==> config.mk <==
export PLATFORM = sky130hd
export DESIGN_NAME = code_lock_ctrl
export DESIGN_NICKNAME = d
export VERILOG_FILES = /design/src/rtl/code_lock_pkg.sv /design/src/rtl/code_lock_entry.sv /design/src/rtl/code_lock_store.sv /design/src/rtl/code_lock_fsm.sv /design/src/rtl/code_lock_ctrl.sv
export SDC_FILE = /design/constraint.sdc
export NUM_CORES = 1
export LEC_CHECK = 0
export CAP_MARGIN = 40
export CELL_PAD_IN_SITES_DETAIL_PLACEMENT = 0
export CELL_PAD_IN_SITES_GLOBAL_PLACEMENT = 2
export CORE_UTILIZATION = 48
export DETAILED_ROUTE_END_ITERATION = 12
export DONT_BUFFER_PORTS = 1
export PLACE_DENSITY = 0.94
export SLEW_MARGIN = 0
export SYNTH_ARGS = -nofsm -noshare
export SYNTH_HDL_FRONTEND = slang
export SYNTH_SLANG_ARGS = --single-unit
==> constraint.sdc <==
create_clock -name clk -period 4.9 [get_ports clk]
set_clock_uncertainty 0.15 [all_clocks]
set_input_delay 0.98 -clock clk [delete_from_list [all_inputs] [get_ports clk]]
set_output_delay 0.98 -clock clk [all_outputs]
set_load 0.01 [all_outputs]
==> src/rtl/code_lock_pkg.sv <==
package code_lock_pkg;
    typedef enum logic [1:0] {
        ST_READY  = 2'd0,
        ST_OPEN   = 2'd1,
        ST_WRONG  = 2'd2,
        ST_LOCKED = 2'd3
    } lock_state_e;
endpackage

==> src/rtl/code_lock_entry.sv <==
module code_lock_entry #(
    parameter int DIGITS  = 6,
    parameter int DIGIT_W = 4
) (
    input  logic                      clk,
    input  logic                      rst_n,
    input  logic                      push_i,
    input  logic                      clear_i,
    input  logic [DIGIT_W-1:0]        digit_i,
    output logic [DIGITS*DIGIT_W-1:0] code_o,
    output logic                      full_o
);
    localparam int CNT_W = $clog2(DIGITS + 1);

    logic [CNT_W-1:0]   count_q;
    logic [DIGIT_W-1:0] slot_q [DIGITS];
    logic               shift_en;

    assign full_o   = (count_q == CNT_W'(DIGITS));
    assign shift_en = push_i && !full_o && !clear_i;

    always_ff @(posedge clk or negedge rst_n) begin
        if (!rst_n) begin
            count_q <= '0;
        end else if (clear_i) begin
            count_q <= '0;
        end else if (shift_en) begin
            count_q <= count_q + 1'b1;
        end
    end

    // slot 0 holds the newest digit, slot DIGITS-1 the oldest
    for (genvar g = 0; g < DIGITS; g++) begin : g_slot
        always_ff @(posedge clk or negedge rst_n) begin
            if (!rst_n) begin
                slot_q[g] <= '0;
            end else if (clear_i) begin
                slot_q[g] <= '0;
            end else if (shift_en) begin
                if (g == 0) slot_q[g] <= digit_i;
                else        slot_q[g] <= slot_q[(g > 0) ? g-1 : 0];
            end
        end
        assign code_o[g*DIGIT_W +: DIGIT_W] = slot_q[g];
    end
endmodule

==> src/rtl/code_lock_store.sv <==
module code_lock_store #(
    parameter int CODE_W = 24
) (
    input  logic              clk,
    input  logic              rst_n,
    input  logic              load_i,
    input  logic [CODE_W-1:0] code_i,
    output logic [CODE_W-1:0] code_o
);
    always_ff @(posedge clk or negedge rst_n) begin
        if (!rst_n)      code_o <= '0;
        else if (load_i) code_o <= code_i;
    end
endmodule

==> src/rtl/code_lock_fsm.sv <==
module code_lock_fsm
    import code_lock_pkg::*;
#(
    parameter int MAX_FAILS = 3,
    parameter int FAIL_W    = 2
) (
    input  logic              clk,
    input  logic              rst_n,
    input  logic              digit_ok_i,
    input  logic              confirm_i,
    input  logic              set_mode_i,
    input  logic              full_i,
    input  logic              match_i,
    output logic              push_o,
    output logic              clear_o,
    output logic              load_o,
    output logic              open_o,
    output logic              error_o,
    output logic              locked_o,
    output logic [FAIL_W-1:0] fail_cnt_o
);
    lock_state_e       state_q, state_d;
    logic [FAIL_W-1:0] fail_q, fail_d, fail_inc;

    assign fail_inc = fail_q + 1'b1;

    always_ff @(posedge clk or negedge rst_n) begin
        if (!rst_n) begin
            state_q <= ST_READY;
            fail_q  <= '0;
        end else begin
            state_q <= state_d;
            fail_q  <= fail_d;
        end
    end

    always_comb begin
        state_d = state_q;
        fail_d  = fail_q;
        unique case (state_q)
            ST_READY, ST_OPEN, ST_WRONG: begin
                if (confirm_i) begin
                    if (set_mode_i) begin
                        state_d = ST_READY;
                    end else if (full_i && match_i) begin
                        state_d = ST_OPEN;
                        fail_d  = '0;
                    end else begin
                        fail_d  = fail_inc;
                        state_d = (fail_inc == FAIL_W'(MAX_FAILS)) ? ST_LOCKED : ST_WRONG;
                    end
                end else if (digit_ok_i) begin
                    state_d = ST_READY;
                end
            end
            ST_LOCKED: begin
                state_d = ST_LOCKED;
            end
        endcase
    end

    always_comb begin
        locked_o   = (state_q == ST_LOCKED);
        open_o     = (state_q == ST_OPEN);
        error_o    = (state_q == ST_WRONG) || locked_o;
        fail_cnt_o = fail_q;
        clear_o    = !locked_o && confirm_i;
        push_o     = !locked_o && digit_ok_i && !confirm_i;
        load_o     = clear_o && set_mode_i && full_i;
    end
endmodule

==> src/rtl/code_lock_ctrl.sv <==
module code_lock_ctrl #(
    parameter int DIGITS    = 6,
    parameter int DIGIT_W   = 4,
    parameter int MAX_DIGIT = 9,
    parameter int MAX_FAILS = 3
) (
    input  logic               clk,
    input  logic               rst_n,
    input  logic [DIGIT_W-1:0] digit_i,
    input  logic               digit_vld_i,
    input  logic               set_mode_i,
    input  logic               confirm_i,
    output logic               open_o,
    output logic               error_o,
    output logic [1:0]         fail_cnt_o,
    output logic               locked_o
);
    localparam int CODE_W = DIGITS * DIGIT_W;
    localparam int FAIL_W = 2;

    logic [CODE_W-1:0] entry_code, stored_code;
    logic              entry_full, digit_ok, match;
    logic              push, clear, load;

    assign digit_ok = digit_vld_i && (digit_i <= DIGIT_W'(MAX_DIGIT));
    assign match    = (entry_code == stored_code);

    code_lock_entry #(.DIGITS(DIGITS), .DIGIT_W(DIGIT_W)) entry_i (
        .clk(clk), .rst_n(rst_n), .push_i(push), .clear_i(clear),
        .digit_i(digit_i), .code_o(entry_code), .full_o(entry_full)
    );

    code_lock_store #(.CODE_W(CODE_W)) store_i (
        .clk(clk), .rst_n(rst_n), .load_i(load),
        .code_i(entry_code), .code_o(stored_code)
    );

    code_lock_fsm #(.MAX_FAILS(MAX_FAILS), .FAIL_W(FAIL_W)) fsm_i (
        .clk(clk), .rst_n(rst_n), .digit_ok_i(digit_ok), .confirm_i(confirm_i),
        .set_mode_i(set_mode_i), .full_i(entry_full), .match_i(match),
        .push_o(push), .clear_o(clear), .load_o(load),
        .open_o(open_o), .error_o(error_o), .locked_o(locked_o),
        .fail_cnt_o(fail_cnt_o)
    );
endmodule

**Word level (Yosys, flattened, before mapping)**

Index checks and enable logic that the tools add are counted.

- Flip-flop bits (word level): 55
- Input bits: 9
- Output and inout bits: 5

- Add/sub/neg operators: 2
- Magnitude comparators: 1
- Eq/ne operators: 7
- Multiplexer cells: 21
- Bitwise operators: 1
- Reductions and logical operators: 18

Operator list:

| kind | number |
|---|---|
| $mux W4 | 12 |
| $eq A24 B24 Y1 | 1 |
| $mux W2 | 5 |
| $logic_and A1 B1 Y1 | 9 |
| $eq A2 B2 Y1 const B | 3 |
| $mux W3 | 2 |
| $le A4 B4 Y1 const B | 1 |
| $logic_not A1 Y1 | 4 |
| $pmux W2 S2 | 1 |
| $add A3 B1 Y3 const B | 1 |
| $eq A3 B3 Y1 const B | 1 |
| $ne A3 B2 Y1 const B | 1 |
| $reduce_and A3 Y1 | 1 |
| $reduce_or A3 Y1 | 1 |
| $add A2 B1 Y2 const B | 1 |
| $eq A2 B1 Y1 const B | 1 |
| $logic_not A2 Y1 | 1 |
| $reduce_bool A2 Y1 | 1 |
| $logic_or A1 B1 Y1 | 1 |
| $mux W1 | 1 |
| $not A1 Y1 | 1 |

**Depth between registers and ports, before layout**

Gate-level depths: netlist of the first run.

- Depth after elaboration: 8
- Depth in mapped cells: 7

**Cells and area by module**

From an unflattened synthesis of the first run, not the netlist that was laid out.

- Cells, all modules: 211
- Area total of the unflattened synthesis: 2787.7 um^2

Modules (own cells, without submodules):

| module | times used | cells an instance | area each (um^2) | sequential area each (um^2) |
|---|---|---|---|---|
| code_lock_entry | 1 | 100 | 1266.2 | 675.6 |
| code_lock_store | 1 | 51 | 997.2 | 600.6 |
| code_lock_ctrl | 1 | 34 | 275.3 | 0.0 |
| code_lock_fsm | 1 | 26 | 249.0 | 100.1 |

**Worst setup path before layout of the first run**

No wires, ideal clock.

- Kind: input-to-reg
- From: input port confirm_i
- To: register store_i.code_o[10]
- Arrival time: 1.984 ns
- Slack: 2.641 ns
- Stages on the path: 5
- Buffers on the path: 2
- Cell sequence: buf_2 nand2_1 nor3_4 buf_6 mux2_2

- Word-level cells in the longest chain between the ends: 3

RTL lines:

| element | line | RTL |
|---|---|---|
| from (decl) | code_lock_ctrl.sv:12 | `input logic confirm_i,` |
| $logic_and A1 B1 Y1 | code_lock_fsm.sv:67 | `clear_o = !locked_o && confirm_i;` |
| $logic_and A1 B1 Y1 (2 in a row) | code_lock_fsm.sv:69 | `load_o = clear_o && set_mode_i && full_i;` |
| to (signal assigned) | code_lock_store.sv:12 | `else if (load_i) code_o <= code_i;` |
| to (decl) | code_lock_store.sv:8 | `output logic [CODE_W-1:0] code_o` |

Every way passes these cells.
A chain may end at the register's enable or synchronous reset.

**Worst setup path in the final report of the first run**

- From: register fsm_i.state_q[1]
- To: output port locked_o

- Word-level cells in the longest chain between the ends: 1

RTL lines:

| element | line | RTL |
|---|---|---|
| from (decl) | code_lock_fsm.sv:22 | `lock_state_e state_q, state_d;` |
| from (signal assigned) | code_lock_fsm.sv:32 | `state_q <= state_d;` |
| $eq A2 B2 Y1 | code_lock_fsm.sv:63 | `locked_o = (state_q == ST_LOCKED);` |
| to (decl) | code_lock_ctrl.sv:16 | `output logic locked_o` |

Every way passes these cells.

==> Flow_metrics.wiki, run 1 <==
{| class="wikitable"
! Metric !! Value
|-
| Synth Area in Simple Gates || 6.75%
|-
| DRT Pass-1 Iters || 4
|-
| Via-per-instance ratio || 5.64
|-
| Antenna diode instance count || 0
|-
| Cell types occupying the most area after synthesis || sky130_fd_sc_hd__dfrtp_1 55%, sky130_fd_sc_hd__mux2_2 11%, sky130_fd_sc_hd__xnor2_1 8.7%
|-
| Count of buffers from port buffering || 0
|-
| Fillers || 450
|-
| Area share of fa/ha/maj cells after synthesis || 1.49%
|-
| Post-detailed-route count of antenna-violating nets || 0
|-
| Num CTS Buffers || 5
|-
| Library cell with the largest summed area after synthesis || sky130_fd_sc_hd__dfrtp_1
|-
| Worst-margin pin slew || 0.837 ns
|-
| Power share of the sequential group || 57.8%
|-
| DRC marker count from the first detailed-route iteration || 68
|-
| Wirelength, routed || 4360 µm
|-
| # resized after CTS || 0
|-
| Storage cell area || 1380 µm²
|-
| Depth of the CTS H-tree || 2
|-
| CTS tree || built
|-
| Crit-path leading delay family || flip-flops
|-
| Kind of critical path || reg2out
|-
| Std-Cell Core Area || 5070 µm²
|-
| Latest clock arrival within the worst-skew pair || 0.31 ns
|-
| GP Congestion || 0.812
|-
| Nature of the critical path endpoint || output pin
|-
| Number of buffers added for setup after CTS || 0
|-
| Clock root buffer || sky130_fd_sc_hd__clkbuf_8
|-
| Share of synthesized area occupied by flip-flops and latches || 54.6%
|-
| Accumulated negative setup slack || 0 ns
|-
| Number of antenna violations at the first check in global routing || 0
|-
| Cell-by-cell trace of the critical path || nand2_1 > inv_2
|-
| Congestion Overflow GR || 0
|-
| Number of instances in the synthesized netlist || 188
|-
| Outcome || finished, final reports clean
|-
| Number of max-capacitance violations reported || 0
|-
| Max-slew violation total from the final report || 0
|-
| Estimated wirelength of the detail-placed design || 3100 µm
|-
| Net total in the final layout || 202
|-
| Dominant combinational cell family by area after synthesis || compound AO/OA/AOI/OAI gates
|-
| Share of flip-flops with an asynchronous set or reset || 100%
|-
| Min cycle time layout || 2.30 ns
|-
| Power spent charging and discharging nets || 231 µW
|-
| Clock transition at the register clock pins on the worst setup and hold paths after CTS || 0.09 ns
|-
| Number of hold violations in the final report || 0
|-
| Placement Setup Slack || 2.53 ns
|-
| Post-Synth XOR/XNOR Area || 8.68%
|-
| Final core utilization || 53.0%
|-
| I/O pins || 14
|-
| Classification of the worst-slack hold path || in2async
|-
| Max Root-Sink Buffers || 2
|-
| Internal Power || 631 µW
|-
| Warnings from Yosys || 0
|-
| Number of enable-type register cells in the synthesized netlist || 0
|-
| Syn Nets || 200
|-
| Number of buffers added to fix hold violations after cts || 0
|-
| Element type at the critical path start || flip-flop
|-
| RSZ-0062 raised after global routing || false
|-
| Clk sinks || 55
|-
| Data arrival time of the worst path || 1.17 ns
|-
| Wire length of the first global-routing pass || 7490 µm
|-
| Highest clock rate || 435 MHz
|-
| Via count of the first global-routing pass || 1,556
|-
| Instance count after placement with tap cells included || 253
|-
| Vertical extent of the die || 74.5 µm
|-
| Top flip-flop cell by instance count after synthesis || sky130_fd_sc_hd__dfrtp_1
|-
| Number of non-filler instances in the completed layout || 261
|-
| Share of layout cells above drive strength 1 || 34.0%
|-
| Yosys reg bits || 55
|-
| Peak ir drop on the vdd network || 0.217 mV
|-
| Die Footprint || 5550 µm²
|-
| Initial cell density of the core || 49.7%
|-
| Vias after detailed routing || 1,473
|-
| Power per cell area || 321 nW/µm²
|-
| Crit share post-route || 46.9%
|-
| Worst setup path startpoint || fsm_i.state_q[1]$_DFFE_PN0P_
|-
| Top fanout value on the critical path || 5
|-
| Residual DRC || 0
|-
| Total of endpoints with negative setup slack in the final report || 0
|-
| Synth unique cells || 31
|-
| Lkg Pwr || 1.25 nW
|-
| Worst Setup Slack, final || 2.60 ns
|-
| Delay of the slowest cell on the worst path || 0.45 ns
|-
| Multiplexer area fraction after synthesis || 11.6%
|-
| Synthesis-to-layout area growth || 6.65%
|-
| Routed WL per cell || 16.7 µm
|-
| Most common cell in the synthesized netlist || sky130_fd_sc_hd__dfrtp_1
|-
| Pin count of the biggest net entering global routing || 56
|-
| Share of power burned in the clock network || 30.5%
|-
| Area used by multi-input combinational logic || 1050 µm²
|-
| Worst Path Buf+Inv || 1
|-
| Switching share of total power || 26.8%
|-
| Area fraction in compound gates after synthesis || 13.3%
|-
| Relative slew slack || 43.7%
|-
| Synthesized area per cell || 13.4 µm²
|-
| Die extent in x || 74.5 µm
|-
| Core Rows || 26
|-
| Share of power burned in combinational logic || 11.8%
|-
| Critical Path Slowest Stage Cell || sky130_fd_sc_hd__dfrtp_1
|-
| Ranking of synthesized cells by instance count || 55 x sky130_fd_sc_hd__dfrtp_1, 25 x sky130_fd_sc_hd__mux2_2, 25 x sky130_fd_sc_hd__xnor2_1
|-
| Post-Synthesis Cell Area || 2520 µm²
|-
| Area share of the largest cell type after synthesis || 54.6%
|-
| Worst EP required || 3.77 ns
|-
| Overall global routing resource usage || 18.7%
|-
| Startpoint of the worst register-to-register path || fsm_i.state_q[1]$_DFFE_PN0P_
|}
[power by group through the flow]
stage | Combinational (mW) | Sequential, mW | Clock (mW)
2_1_floorplan | 0.0830 | 0.500 | 0
3_3_place_gp | 0.0884 | 0.506 | 0
3_5_place_dp | 0.101 | 0.507 | 0
4_1_cts | 0.102 | 0.498 | 0.271
5_1_grt | 0.114 | 0.502 | 0.282
6_report | 0.102 | 0.498 | 0.263
[stage by stage]
| step | total power, mW | hold WS [ns] | area (µm²) |
|---|---|---|---|
| floorplan | 0.583 | 0.352 | 2520 |
| global placement | 0.594 | 0.361 | 2540 |
| detailed placement | 0.608 | 0.367 | 2590 |
| CTS | 0.871 | 0.184 | 2690 |
| global route | 0.898 | 0.186 | 2690 |
| finish | 0.863 | 0.196 | 2690 |
[cells in the final DEF, fill, tap and decap left out, types with 2 or more instances in the layout]
cell                        n
sky130_fd_sc_hd__ha_1       3
sky130_fd_sc_hd__buf_8      3
sky130_fd_sc_hd__a22o_2    21
sky130_fd_sc_hd__a21oi_1    3
sky130_fd_sc_hd__o21ai_2    2
sky130_fd_sc_hd__clkbuf_8   6
sky130_fd_sc_hd__nand2_1    4
sky130_fd_sc_hd__nand4_1    6
sky130_fd_sc_hd__nand3_1    2
sky130_fd_sc_hd__inv_1      6
sky130_fd_sc_hd__xnor2_1   25
sky130_fd_sc_hd__dfrtp_1   55
sky130_fd_sc_hd__a31oi_1    2
sky130_fd_sc_hd__nor2b_1    3
sky130_fd_sc_hd__nor2_1     5
sky130_fd_sc_hd__nor4_1     2
sky130_fd_sc_hd__a22o_1     4
sky130_fd_sc_hd__mux2_2    25
[cell type report]
type	instances	share of cell area, %
Sequential cell	55	51.2
Multi-Input combinational cell	118	39.2
Tap cell	70	3.26
Clock buffer	6	3.07
Timing Repair Buffer	3	1.68
Inverter	7	0.977
Clock inverter	2	0.605
[worst reg2reg max path, delay by kind of cell (launching register included)]
kind / cells / cell delay [ns]
AND/OR/NAND/NOR: 2 / 0.71
flip-flops: 1 / 0.45
buffers and inverters: 2 / 0.38
multiplexers: 1 / 0.36
[state kept, by name, summed over array words and instances (netlist names)]
name	flops
fsm_i.state_q	2
store_i.code_o	24
entry_i.code_o	24
fsm_i.fail_cnt_o	2
entry_i.count_q	3
[final timing paths]
| path | end | slack, ns | cells past startpoint |
|---|---|---|---|
| max | locked_o | 2.60 | 2 |
| min | fsm_i.fail_cnt_o[0]$_DFFE_PN0P_ | 0.20 | 0 |
| max reg2reg | store_i.code_o[17]$_DFFE_PN0P_ | 2.74 | 5 |
| min reg2reg | store_i.code_o[22]$_DFFE_PN0P_ | 0.39 | 1 |
| max in group asynchronous | entry_i.code_o[22]$_DFFE_PN0P_ | 4.30 | 0 |
| min in group clk | store_i.code_o[22]$_DFFE_PN0P_ | 0.39 | 1 |
[cell families after synthesis]
kind of cell             Yosys count
buffers and inverters             15
XOR/XNOR                          25
AO/OA/AOI/OAI                     37
flip-flops                        55
adder cells (fa/ha/maj)            3
multiplexers                      26
AND/OR/NAND/NOR                   27
[layer usage]
layer / routed length (µm) / GRT usage, %
met2: 2160 / 30.7
met4: 104 / 9.85
met5: 0 / 0
met3: 123 / 3.39
met1: 1980 / 23.7
No activity file was read; power rests on OpenSTA's default activity.
==> inputs of run 2 (changes only) <==
--- a/config.mk
+++ b/config.mk
@@ -8,10 +8,10 @@
 export CAP_MARGIN = 40
 export CELL_PAD_IN_SITES_DETAIL_PLACEMENT = 0
 export CELL_PAD_IN_SITES_GLOBAL_PLACEMENT = 2
-export CORE_UTILIZATION = 48
+export CORE_UTILIZATION = 40
 export DETAILED_ROUTE_END_ITERATION = 12
 export DONT_BUFFER_PORTS = 1
-export PLACE_DENSITY = 0.94
+export PLACE_DENSITY = 0.85
 export SLEW_MARGIN = 0
 export SYNTH_ARGS = -nofsm -noshare
 export SYNTH_HDL_FRONTEND = slang
==> constraint.sdc (replaced) <==
create_clock -name clk -period 2.1 [get_ports clk]
set_clock_uncertainty 0.15 [all_clocks]
set_input_delay 0.42 -clock clk [delete_from_list [all_inputs] [get_ports clk]]
set_output_delay 0.42 -clock clk [all_outputs]
set_load 0.01 [all_outputs]
==> Flow_metrics.wiki, run 2 (synthesis results as in run 1) <==
{| class="wikitable"
! Metric !! Value
|-
| Outcome || finished, final reports clean
|-
| Final core utilization || 46.9% (-6.1 points)
|-
| Worst EP required || 2.15 ns (-1.62 ns)
|-
| Total of endpoints with negative setup slack in the final report || 0 (unchanged)
|-
| Top Registers || entry_i.code_o: 24 flops, store_i.code_o: 24 flops, entry_i.count_q: 3 flops
|-
| Count of buffers from port buffering || 0 (unchanged)
|-
| RSZ-0062 raised after global routing || false
|-
| Data arrival time of the worst path || 1.95 ns (+0.78 ns)
|-
| Worst-margin pin slew || 0.447 ns (-0.389 ns)
|-
| DRC marker count from the first detailed-route iteration || 83 (+22%)
|-
| Worst Path Buf+Inv || 2 (+1)
|-
| Classification of the worst-slack hold path || in2reg
|-
| Die Footprint || 6620 µm² (+19%)
|-
| Routed WL per cell || 16.7 µm (-0.20%)
|-
| Relative slew slack || 69.9% (+26 points)
|-
| Wire length of the first global-routing pass || 7750 µm (+3.4%)
|-
| Cell-by-cell trace of the critical path || nand2_1 > inv_2 > nor3_4 > buf_12 > mux2_2
|-
| Pin count of the biggest net entering global routing || 56 (unchanged)
|-
| Residual DRC || 0 (unchanged)
|-
| I/O pins || 14 (unchanged)
|-
| DRT Pass-1 Iters || 4 (unchanged)
|-
| Depth of the CTS H-tree || 2 (unchanged)
|-
| Final Hold Slack || 0.0827 ns (-0.114 ns)
|-
| Max Root-Sink Buffers || 2 (unchanged)
|-
| Number of antenna violations at the first check in global routing || 0 (unchanged)
|-
| Congestion Overflow GR || 0 (unchanged)
|-
| Overall global routing resource usage || 16.1% (-2.6 points)
|-
| Delay of the slowest cell on the worst path || 0.45 ns (about the same)
|-
| Clock root buffer || sky130_fd_sc_hd__clkbuf_8
|-
| Fillers || 537 (+19%)
|-
| Area used by multi-input combinational logic || 1060 µm² (+0.71%)
|-
| Max-slew violation total from the final report || 0 (unchanged)
|-
| Antenna diode instance count || 0 (unchanged)
|-
| Critical Path Slowest Stage Cell || sky130_fd_sc_hd__dfrtp_1
|-
| Lkg Pwr || 1.30 nW (+4.5%)
|-
| Net total in the final layout || 208 (+3.0%)
|-
| Accumulated negative setup slack || 0 ns (unchanged)
|-
| Kind of critical path || reg2reg
|-
| GP Congestion || 0.762 (-6.2%)
|-
| Wirelength, routed || 4540 µm (+4.0%)
|-
| Std-Cell Core Area || 5990 µm² (+18%)
|-
| Initial cell density of the core || 42.1% (-7.6 points)
|-
| Peak ir drop on the vdd network || 0.443 mV (+100%)
|-
| Min cycle time layout || 1.91 ns
|-
| Num CTS Buffers || 5 (unchanged)
|-
| Synthesis-to-layout area growth || 11.5%
|-
| Clk sinks || 55 (unchanged)
|-
| Die extent in x || 81.4 µm (+9.3%)
|-
| Top fanout value on the critical path || 24 (+19)
|-
| Number of max-capacitance violations reported || 0 (unchanged)
|-
| Latest clock arrival within the worst-skew pair || 0.31 ns (about the same)
|-
| Vias after detailed routing || 1,447 (-1.8%)
|-
| Commonest non-fill, non-tap cell in the layout || sky130_fd_sc_hd__dfrtp_1
|-
| Number of hold violations in the final report || 0 (unchanged)
|-
| Storage cell area || 1380 µm² (unchanged)
|-
| Via count of the first global-routing pass || 1,520 (-2.3%)
|-
| Clock transition at the register clock pins on the worst setup and hold paths after CTS || 0.10 ns (about the same)
|-
| Instance count after placement with tap cells included || 262 (+3.6%)
|-
| Via-per-instance ratio || 5.32 (-5.7%)
|-
| Number of buffers added for setup after CTS || 0 (unchanged)
|-
| Estimated wirelength of the detail-placed design || 3060 µm (-1.3%)
|-
| Power per cell area || 800 nW/µm² (+150%)
|-
| Crit-path leading delay family || simple AND/OR/NAND/NOR gates
|-
| Share of layout cells above drive strength 1 || 35.0% (+0.99 points)
|-
| Vertical extent of the die || 81.4 µm (+9.3%)
|-
| Nature of the critical path endpoint || flip-flop
|-
| CTS tree || built
|-
| Highest clock rate || 524 MHz
|-
| Core Rows || 28 (+7.7%)
|-
| Number of non-filler instances in the completed layout || 272 (+4.2%)
|-
| Commonest cells after routing, fill and taps aside || 55 x sky130_fd_sc_hd__dfrtp_1, 25 x sky130_fd_sc_hd__xnor2_1, 25 x sky130_fd_sc_hd__mux2_2
|-
| Crit share post-route || 90.8%
|-
| Post-detailed-route count of antenna-violating nets || 0 (unchanged)
|-
| Element type at the critical path start || flip-flop
|}
-- run 2: stage by stage --
stage / setup WS, ns / power, mW / area, µm²
after floorplan: 0.323 / 1.36 / 2520
after global placement: -0.0532 / 1.40 / 2620
after detailed placement: 0.120 / 1.42 / 2630
after CTS: 0.0687 / 2.27 / 2800
after global routing: 0.0885 / 2.35 / 2810
final: 0.193 / 2.25 / 2810
-- run 2: path summary, 6_finish.rpt --
| check | start | endpoint | slack (ns) | cells after the start |
|---|---|---|---|---|
| worst min-delay path | digit_i[0] | entry_i.code_o[0]$_DFFE_PN0P_ | 0.08 | 1 |
| worst max-delay path | fsm_i.state_q[1]$_DFFE_PN0P_ | store_i.code_o[13]$_DFFE_PN0P_ | 0.19 | 5 |
| worst min register to register | store_i.code_o[17]$_DFFE_PN0P_ | store_i.code_o[17]$_DFFE_PN0P_ | 0.39 | 1 |
| min in group asynchronous | rst_n | entry_i.code_o[8]$_DFFE_PN0P_ | 0.47 | 2 |
| worst max register to register | fsm_i.state_q[1]$_DFFE_PN0P_ | store_i.code_o[13]$_DFFE_PN0P_ | 0.19 | 5 |
| max in group asynchronous | rst_n | store_i.code_o[21]$_DFFE_PN0P_ | 1.10 | 2 |
-- run 2: area by class of cell --
type,count,area share [%]
Clock buffer,6,2.58
Clock inverter,2,2.14
Inverter,7,0.935
Multi-Input combinational cell,118,37.8
Sequential cell,55,49.0
Tap cell,75,3.34
Timing Repair Buffer,9,4.23
-- run 2: timing repair --
action | in CTS | in global routing
hold endpoints to repair | 55 | 0
gates resized for setup | 0 | 1
hold buffers | 2 | 0
setup endpoints to repair | 0 | 14
-- run 2: report_power, final --
part | switching [mW] | internal (mW)
combinational | 0.157 | 0.111
clock | 0.342 | 0.477
sequential | 0.0567 | 1.10
-- run 2: routing by layer --
metal / track usage (%) / vias up / wire (µm)
met5: 0 / - / 0
met4: 6.43 / 0 / 72
met3: 3.03 / 8 / 81
met2: 25.3 / 12 / 2140
met1: 21.8 / 733 / 2250
li1: - / 694 / -
